File: src/rtl/seq_mul_pkg.sv
package seq_mul_pkg;
  typedef enum logic [1:0] {
    ST_IDLE = 2'd0,
    ST_RUN  = 2'd1,
    ST_DONE = 2'd2
  } mul_state_e;
endpackage

File: src/rtl/seq_mul_ctrl.sv
module seq_mul_ctrl
  import seq_mul_pkg::*;
#(
  parameter int WIDTH = 16
) (
  input  logic clk,
  input  logic rst_n,
  input  logic start,
  output logic load_en,
  output logic step_en,
  output logic last_step,
  output logic busy,
  output logic done
);
  localparam int CW = $clog2(WIDTH) + 1;
  localparam logic [CW-1:0] LAST_IDX = CW'(WIDTH - 1);

  mul_state_e state_q, state_d;
  logic [CW-1:0] cnt_q, cnt_d;

  always_comb begin
    state_d   = state_q;
    cnt_d     = cnt_q;
    load_en   = 1'b0;
    step_en   = 1'b0;
    last_step = (cnt_q == LAST_IDX);
    unique case (state_q)
      ST_IDLE: begin
        if (start) begin
          load_en = 1'b1;
          cnt_d   = '0;
          state_d = ST_RUN;
        end
      end
      ST_RUN: begin
        step_en = 1'b1;
        if (last_step) begin
          state_d = ST_DONE;
        end else begin
          cnt_d = cnt_q + 1'b1;
        end
      end
      ST_DONE: state_d = ST_IDLE;
      default: state_d = ST_IDLE;
    endcase
  end

  always_ff @(posedge clk or negedge rst_n) begin
    if (!rst_n) begin
      state_q <= ST_IDLE;
      cnt_q   <= '0;
    end else begin
      state_q <= state_d;
      cnt_q   <= cnt_d;
    end
  end

  assign busy = (state_q == ST_RUN);
  assign done = (state_q == ST_DONE);

  // the step counter never leaves the operand range while running
  assert_step_range_R4: assert property (@(posedge clk) disable iff (!rst_n)
    busy |-> (cnt_q <= LAST_IDX));
  // done is a single-cycle pulse and excludes busy
  assert_done_one_cycle_R5: assert property (@(posedge clk) disable iff (!rst_n)
    done |=> !done);
  assert_done_not_busy_R5: assert property (@(posedge clk) disable iff (!rst_n)
    done |-> !busy);
  // a start during a run neither restarts nor ends it early
  assert_no_restart_R6: assert property (@(posedge clk) disable iff (!rst_n)
    (busy && start && !last_step) |=> busy);
endmodule

File: src/rtl/seq_mul_shifter.sv
module seq_mul_shifter #(
  parameter int WIDTH = 16
) (
  input  logic               clk,
  input  logic               rst_n,
  input  logic               load_en,
  input  logic               step_en,
  input  logic [WIDTH-1:0]   op_a,
  input  logic [WIDTH-1:0]   op_b,
  output logic [2*WIDTH-1:0] pp,
  output logic               cur_bit
);
  localparam int PW = 2 * WIDTH;

  logic [PW-1:0]    mcand_q, mcand_d;
  logic [WIDTH-1:0] mplier_q, mplier_d;

  always_comb begin
    mcand_d  = mcand_q;
    mplier_d = mplier_q;
    if (load_en) begin
      mcand_d  = {{WIDTH{op_a[WIDTH-1]}}, op_a};
      mplier_d = op_b;
    end else if (step_en) begin
      mcand_d  = {mcand_q[PW-2:0], 1'b0};
      mplier_d = {1'b0, mplier_q[WIDTH-1:1]};
    end
  end

  always_ff @(posedge clk or negedge rst_n) begin
    if (!rst_n) begin
      mcand_q  <= '0;
      mplier_q <= '0;
    end else begin
      mcand_q  <= mcand_d;
      mplier_q <= mplier_d;
    end
  end

  assign pp      = mcand_q;
  assign cur_bit = mplier_q[0];

  // operands stay put unless loaded or stepped
  assert_operands_hold_R6: assert property (@(posedge clk) disable iff (!rst_n)
    (!load_en && !step_en) |=> ($stable(mcand_q) && $stable(mplier_q)));
endmodule

File: src/rtl/seq_mul_accum.sv
module seq_mul_accum #(
  parameter int WIDTH = 16
) (
  input  logic               clk,
  input  logic               rst_n,
  input  logic               load_en,
  input  logic               step_en,
  input  logic               last_step,
  input  logic               cur_bit,
  input  logic [2*WIDTH-1:0] pp,
  output logic [2*WIDTH-1:0] acc
);
  localparam int PW = 2 * WIDTH;

  logic [PW-1:0] acc_q, acc_d, sum;

  always_comb begin
    sum   = last_step ? (acc_q - pp) : (acc_q + pp);
    acc_d = acc_q;
    if (load_en) begin
      acc_d = '0;
    end else if (step_en && cur_bit) begin
      acc_d = sum;
    end
  end

  always_ff @(posedge clk or negedge rst_n) begin
    if (!rst_n) acc_q <= '0;
    else        acc_q <= acc_d;
  end

  assign acc = acc_q;

  // product holds whenever no load or step happens
  assert_product_hold_R7: assert property (@(posedge clk) disable iff (!rst_n)
    (!load_en && !step_en) |=> $stable(acc_q));
  // a step with a zero multiplier bit leaves the sum alone
  assert_zero_bit_skip_R1: assert property (@(posedge clk) disable iff (!rst_n)
    (step_en && !cur_bit && !load_en) |=> $stable(acc_q));
endmodule

File: src/rtl/seq_signed_mul.sv
module seq_signed_mul #(
  parameter int WIDTH = 16
) (
  input  logic               clk,
  input  logic               rst_n,
  input  logic               start,
  input  logic [WIDTH-1:0]   op_a,
  input  logic [WIDTH-1:0]   op_b,
  output logic               busy,
  output logic               done,
  output logic [2*WIDTH-1:0] product
);
  logic [1:0] rst_sync_q;
  logic       rst_n_i;
  logic       load_en, step_en, last_step, cur_bit;
  logic [2*WIDTH-1:0] pp;

  always_ff @(posedge clk or negedge rst_n) begin
    if (!rst_n) rst_sync_q <= 2'b00;
    else        rst_sync_q <= {rst_sync_q[0], 1'b1};
  end
  assign rst_n_i = rst_sync_q[1];

  seq_mul_ctrl #(.WIDTH(WIDTH)) u_ctrl (
    .clk(clk), .rst_n(rst_n_i), .start(start),
    .load_en(load_en), .step_en(step_en), .last_step(last_step),
    .busy(busy), .done(done)
  );

  seq_mul_shifter #(.WIDTH(WIDTH)) u_shift (
    .clk(clk), .rst_n(rst_n_i), .load_en(load_en), .step_en(step_en),
    .op_a(op_a), .op_b(op_b), .pp(pp), .cur_bit(cur_bit)
  );

  seq_mul_accum #(.WIDTH(WIDTH)) u_acc (
    .clk(clk), .rst_n(rst_n_i), .load_en(load_en), .step_en(step_en),
    .last_step(last_step), .cur_bit(cur_bit), .pp(pp), .acc(product)
  );

  // nothing is reported while reset is held
  assert_reset_quiet_R8: assert property (@(posedge clk)
    !rst_n_i |-> (!busy && !done && product == '0));
endmodule

File: config.mk
export PLATFORM = sky130hd
export DESIGN_NAME = seq_signed_mul
export DESIGN_NICKNAME = d
export VERILOG_FILES = /design/src/rtl/seq_mul_pkg.sv /design/src/rtl/seq_mul_ctrl.sv /design/src/rtl/seq_mul_shifter.sv /design/src/rtl/seq_mul_accum.sv /design/src/rtl/seq_signed_mul.sv
export SDC_FILE = /design/constraint.sdc
export NUM_CORES = 1
export LEC_CHECK = 0
export BUFFER_PORTS_ARGS = -buffer_cell sky130_fd_sc_hd__buf_2
export CORE_MARGIN = 3
export CORE_UTILIZATION = 64
export DETAILED_ROUTE_END_ITERATION = 10
export PLACE_DENSITY = 0.87
export SKIP_CTS_REPAIR_TIMING = 1
export SLEW_MARGIN = 20
export SYNTH_ARGS = -nofsm -noshare
export SYNTH_HDL_FRONTEND = slang
export SYNTH_SLANG_ARGS = --single-unit
File: constraint.sdc
create_clock -name clk -period 7.75 [get_ports clk]
set_input_delay 0.775 -clock clk [delete_from_list [all_inputs] [get_ports clk]]
set_output_delay 0.775 -clock clk [all_outputs]
set_load 0.05 [all_outputs]
# [After elaboration in Yosys (flattened, before gate mapping)]
# Index checks and enable logic that the tools add are counted.
[classes] add_sub_neg=3 eq_ne=6 n_mux=16 n_reduce_logical=7
[ops] operator="32-bit 2-to-1 mux" n=5
[ops] operator="32-bit adder" n=1
[ops] operator="16-bit 2-to-1 mux" n=2
[ops] operator="32-bit subtractor" n=1
[ops] operator="5-bit 2-to-1 mux" n=2
[ops] operator="5-bit case mux with 2 select lines" n=1
[ops] operator="2-bit nonzero test" n=3
[ops] operator="5-bit by 1-bit adder with 5-bit output, second input constant" n=1
[ops] operator="5-bit by 4-bit equality test with 1-bit output, second input constant" n=1
[ops] operator="2-bit 2-to-1 mux" n=2
[ops] operator="2-bit inequality test, second input constant" n=2
[ops] operator="2-bit case mux with 2 select lines" n=1
[ops] operator="1-bit 2-to-1 mux" n=3
[ops] operator="3-bit AND reduction" n=1
[ops] operator="2-bit by 1-bit equality test with 1-bit output, second input constant" n=1
[ops] operator="2-bit equality test, second input constant" n=1
[ops] operator="2-bit zero test" n=1
[ops] operator="2-bit by 1-bit inequality test with 1-bit output, second input constant" n=1
[ops] operator="2-bit AND reduction" n=1
[ops] operator="1-bit logical AND" n=1
[word_totals] register_bits=89 inputBits=35 out_inout_bits=34 wordCells=38

# [Logic depth before layout (Yosys ltp)]
[depth] ltp_word=5 mapped_depth=18 mapped_depth_nobuf=16

# [Modules after synthesis]
# Synthesis repeated with hierarchy kept, for this count alone.
[unflattened] cells_unflattened=648 hier_area_um2=6085.8
[by_module_without_submodules] mod="seq_mul_accum" n_inst=1 cells_per_inst=422 area_per_inst_um2=3383.2 seq_area_each_um2=800.8
[by_module_without_submodules] mod="seq_mul_shifter" n_inst=1 cells_per_inst=190 area_per_inst_um2=2301.0 seq_area_each_um2=1201.2
[by_module_without_submodules] mod="seq_mul_ctrl" n_inst=1 cells_per_inst=33 area_per_inst_um2=347.8 seq_area_each_um2=175.2
[by_module_without_submodules] mod="seq_signed_mul" n_inst=1 cells_per_inst=3 area_per_inst_um2=53.8 seq_area_each_um2=50.0

# [Worst setup path after synthesis]
# Ideal clock, no wire load.
[synth_timing] path_kind="reg2reg" startpoint="reg u_shift.mcand_q[6] (netlist: u_shift.pp[6])" endpoint="reg u_acc.acc_q[28] (netlist: u_acc.acc[28])" setup_ps=134 arrival_time_ps=3906 required_time_ps=7616 setup_slack_ps=3710 path_stages_with_launch=17 path_buffers=2 period_less_slack_ps=4040 cell_sequence="dfrtp_1 buf_2 or4_1 or3_1 nor4_2 nand2b_1 o41ai_1 xor2_1 ha_1 clkbuf_1 a21oi_1 nor2b_1 or4_1 o22a_1 a221oi_1 o21a_1 o211ai_1"
[synth_between] elab_chain_cells=4 elab_cells_between_ends=5 cone_classes="2 x add/sub; 3 x mux"
[synth_lines] element="start: declaration" line="seq_mul_shifter.sv:15" source="logic [PW-1:0] mcand_q, mcand_d;"
[synth_lines] element="start signal: assignment" line="seq_mul_shifter.sv:35" source="mcand_q <= mcand_d;"
[synth_lines] element="32-bit adder / 32-bit subtractor (equally long branches)" line="seq_mul_accum.sv:18" source="sum = last_step ? (acc_q - pp) : (acc_q + pp);"
[synth_lines] element="32-bit 2-to-1 mux *" line="seq_mul_accum.sv:18"
[synth_lines] element="32-bit 2-to-1 mux *" line="seq_mul_accum.sv:22" source="end else if (step_en && cur_bit) begin"
[synth_lines] element="32-bit 2-to-1 mux *" line="seq_mul_accum.sv:20" source="if (load_en) begin"
[synth_lines] element="end signal: assignment" line="seq_mul_accum.sv:28" source="if (!rst_n) acc_q <= '0;"
[synth_lines] element="end signal: assignment" line="seq_mul_accum.sv:29" source="else acc_q <= acc_d;"
[synth_lines] element="end: declaration" line="seq_mul_accum.sv:15" source="logic [PW-1:0] acc_q, acc_d, sum;"
# Mark *: on every way between the ends. The rest lies on a longest branch, timed or not. The select of a mux whose other input is x is not followed.
# A chain may end at the register's enable or synchronous reset.

# [Worst setup path in the final report]
[layout_timing] startpoint="reg u_ctrl.cnt_q[0]" endpoint="reg u_acc.acc_q[28] (netlist: u_acc.acc[28])"
[layout_between] elab_chain_cells=4
[layout_lines] element="start: declaration" line="seq_mul_ctrl.sv:19" source="logic [CW-1:0] cnt_q, cnt_d;"
[layout_lines] element="start signal: assignment" line="seq_mul_ctrl.sv:54" source="cnt_q <= cnt_d;"
[layout_lines] element="5-bit by 4-bit equality test with 1-bit output" line="seq_mul_ctrl.sv:26" source="last_step = (cnt_q == LAST_IDX);"
[layout_lines] element="32-bit 2-to-1 mux" line="seq_mul_accum.sv:18"
[layout_lines] element="32-bit 2-to-1 mux" line="seq_mul_accum.sv:22"
[layout_lines] element="32-bit 2-to-1 mux" line="seq_mul_accum.sv:20"
# Every way passes these cells. The select of a mux whose other input is x is not followed.

==> qor.csv <==
metric,value,unit
die_x,105,microns
cts_tree,built,
drc,0,
final_cells,914,
min_period,4.53,ns
mostFrequentLayoutCell,dfrtp_1,
grt_max_degree,88,
hpwl,11100,microns
synthFlopType,dfrtp_1,
num-fill-cells,747,
worst_slew_pin_slew,0.966,ns
vias,5896,
clockBufferDepth,2,
grt_pass1_vias,5438,
finalHoldViolCount,0,
finalSetupViolCount,0,
synth_edf_count,0,
synth-async-reset-ratio,1.00,
avgSynthCellArea,8.40,sq um
detailedPlace.worstSlack,3.31,ns
synth_top_area_share,0.356,
hp-class,in -> async,
syn_area,0.00625,sq mm
seq_area_frac_synth,0.356,
relSlewSlack,0.356,
coreArea,0.00937,sq mm
grt_use_total,0.289,
clock_latency,0.37,ns
avgViaCountPerCell,6.45,
cts_buffers,9,
layout_common_cells,"dfrtp_1, o21ai_0, nand2_1",
ys_ff_latch,89,
setup_tns,0,ns
wire_per_inst,17.3,microns
dr.pass1.iters,5,
gp_congestion,0.933,
htreeDepth,3,
synth.largest_area_cell,dfrtp_1,
path_class,reg -> reg,
grt_overflow_total,0,
yosys-top-cells-area,"dfrtp_1, ha_1, o21ai_0",
start_kind,flop,
layout.nets,850,
fmax,221,MHz
drive_above_1_share,0.132,
fin_crit_sh,0.584,
endpoint_kind,flop,
drt_wl_total,15800,microns
worstPathArrival,4.81,ns
root_buffer,clkbuf_8,
clkTransAtPathRegs,0.10,ns
final_core_util,0.730,
grt_pass1_wl,26500,microns
status,"finished, final reports clean",
fp.dieH,105,microns
synth.distinct_cells,63,
ys.warnings.count,0,
max_cap_violations,0,
die-area,0.0110,sq mm
port_buffers,68,
initial_core_util,0.667,
antenna_found_initial,0,
rsz0062_at_grt,no,
multi_input_area,0.00380,sq mm
diodes,0,
io_pins,69,
seqCellArea,0.00223,sq mm
antenna_left,0,
clock_sinks,89,
fin_skew,0.0106,ns
cp.required,8.03,ns
drt_iter0_markers,578,
dp.cells,897,
crit_path_max_fanout,26,
drv_slew,0,
synth_nets,814,
synthCells,744,
setup_ws,3.22,ns
area_growth,9.45,%
std_cell_rows,35,
[registers in the layout, summed over array words and instances, names as in the netlist]
name	cells
u_ctrl.cnt_q	5
rst_sync_q	2
u_ctrl.state_q	2
u_acc.acc	32
u_shift.mplier_q	16
u_shift.pp	32
[stage by stage]
stage | hold WS (ns) | area [sq um]
4_1_cts | 0.163 | 6800
2_1_floorplan | 0.331 | 6250
3_3_place_gp | 0.342 | 6600
3_5_place_dp | 0.340 | 6600
5_1_grt | 0.151 | 6840
6_report | 0.173 | 6840
[per-layer routing]
metal  vias to the layer above  track usage  share of wire
li1                       2784            -              -
met1                      2834        0.402           0.44
met2                       259        0.479           0.48
met3                        19       0.0377          0.064
met4                         0       0.0722          0.013
met5                         -            0              0
[final timing paths]
check | from | end | slack (ns) | cells past startpoint
worst max-delay path | u_ctrl.cnt_q[0]$_DFFE_PN0P_ | u_acc.acc[28]$_DFFE_PN0P_ | 3.22 | 14
max in group asynchronous | rst_sync_q[1]$_DFF_PN0_ | u_acc.acc[20]$_DFFE_PN0P_ | 6.83 | 1
min in group clk | rst_sync_q[0]$_DFF_PN0_ | rst_sync_q[1]$_DFF_PN0_ | 0.36 | 0
worst max register to register | u_ctrl.cnt_q[0]$_DFFE_PN0P_ | u_acc.acc[28]$_DFFE_PN0P_ | 3.22 | 14
worst min register to register | rst_sync_q[1]$_DFF_PN0_ | u_ctrl.cnt_q[0]$_DFFE_PN0P_ | 0.29 | 0
worst min-delay path | rst_n | rst_sync_q[1]$_DFF_PN0_ | 0.17 | 1
[cells by family after synthesis]
logic type	after synthesis	share of synthesized area
adder cells (fa/ha/maj)	35	0.0713
AO/OA/AOI/OAI	282	0.285
multiplexers	2	0.00340
flip-flops	89	0.356
XOR/XNOR	50	0.0701
other	1	0.000600
buffers and inverters	62	0.0376
AND/OR/NAND/NOR	223	0.175
[cells in the mapped netlist (3+ instances only)]
master     count
a21boi_0       4
and3_1         8
a22oi_1       32
xor2_1        16
nor3_1         8
ha_1          34
nand2_1       81
nand3b_1       3
nor2_1        43
nand2b_1       9
or3_1          5
nand4_1        8
a31o_2         3
and2_1         5
a221o_1        3
a21oi_1       77
a21o_1        16
dfrtp_1       89
nor2b_1       23
inv_1         15
o211ai_1      10
nand3_1       12
a31oi_1        4
o21ai_0       85
o2111ai_1      3
buf_1          3
clkbuf_1      42
nor3b_1        3
o21bai_1       6
xnor2_1       34
o21a_1         8
a211oi_1       4
nor4_1         6
[worst max-delay path: stages, from the launching register on]
cell and delay [ns]:
dfrtp_1 0.41, ha_1 0.22, and3_1 0.18, ha_1 0.79
inv_1 0.49, o41ai_1 0.20, xor2_1 0.23, ha_1 0.36
a21oi_1 0.18, nor2b_1 0.07, or4_1 0.39, o22a_1 0.21
a221oi_1 0.38, o2111ai_1 0.18, o211ai_1 0.14
[area by class of cell]
class,count,share of cell area
Clock inverter,6,0.0108
Inverter,15,0.00823
Sequential cell,89,0.326
Timing Repair Buffer,72,0.0571
Clock buffer,10,0.0187
Tap cell,129,0.0236
Multi-Input combinational cell,593,0.555
Power is not shown: default switching activity piles up to over one toggle a cycle in this logic, so the estimate is an artifact.
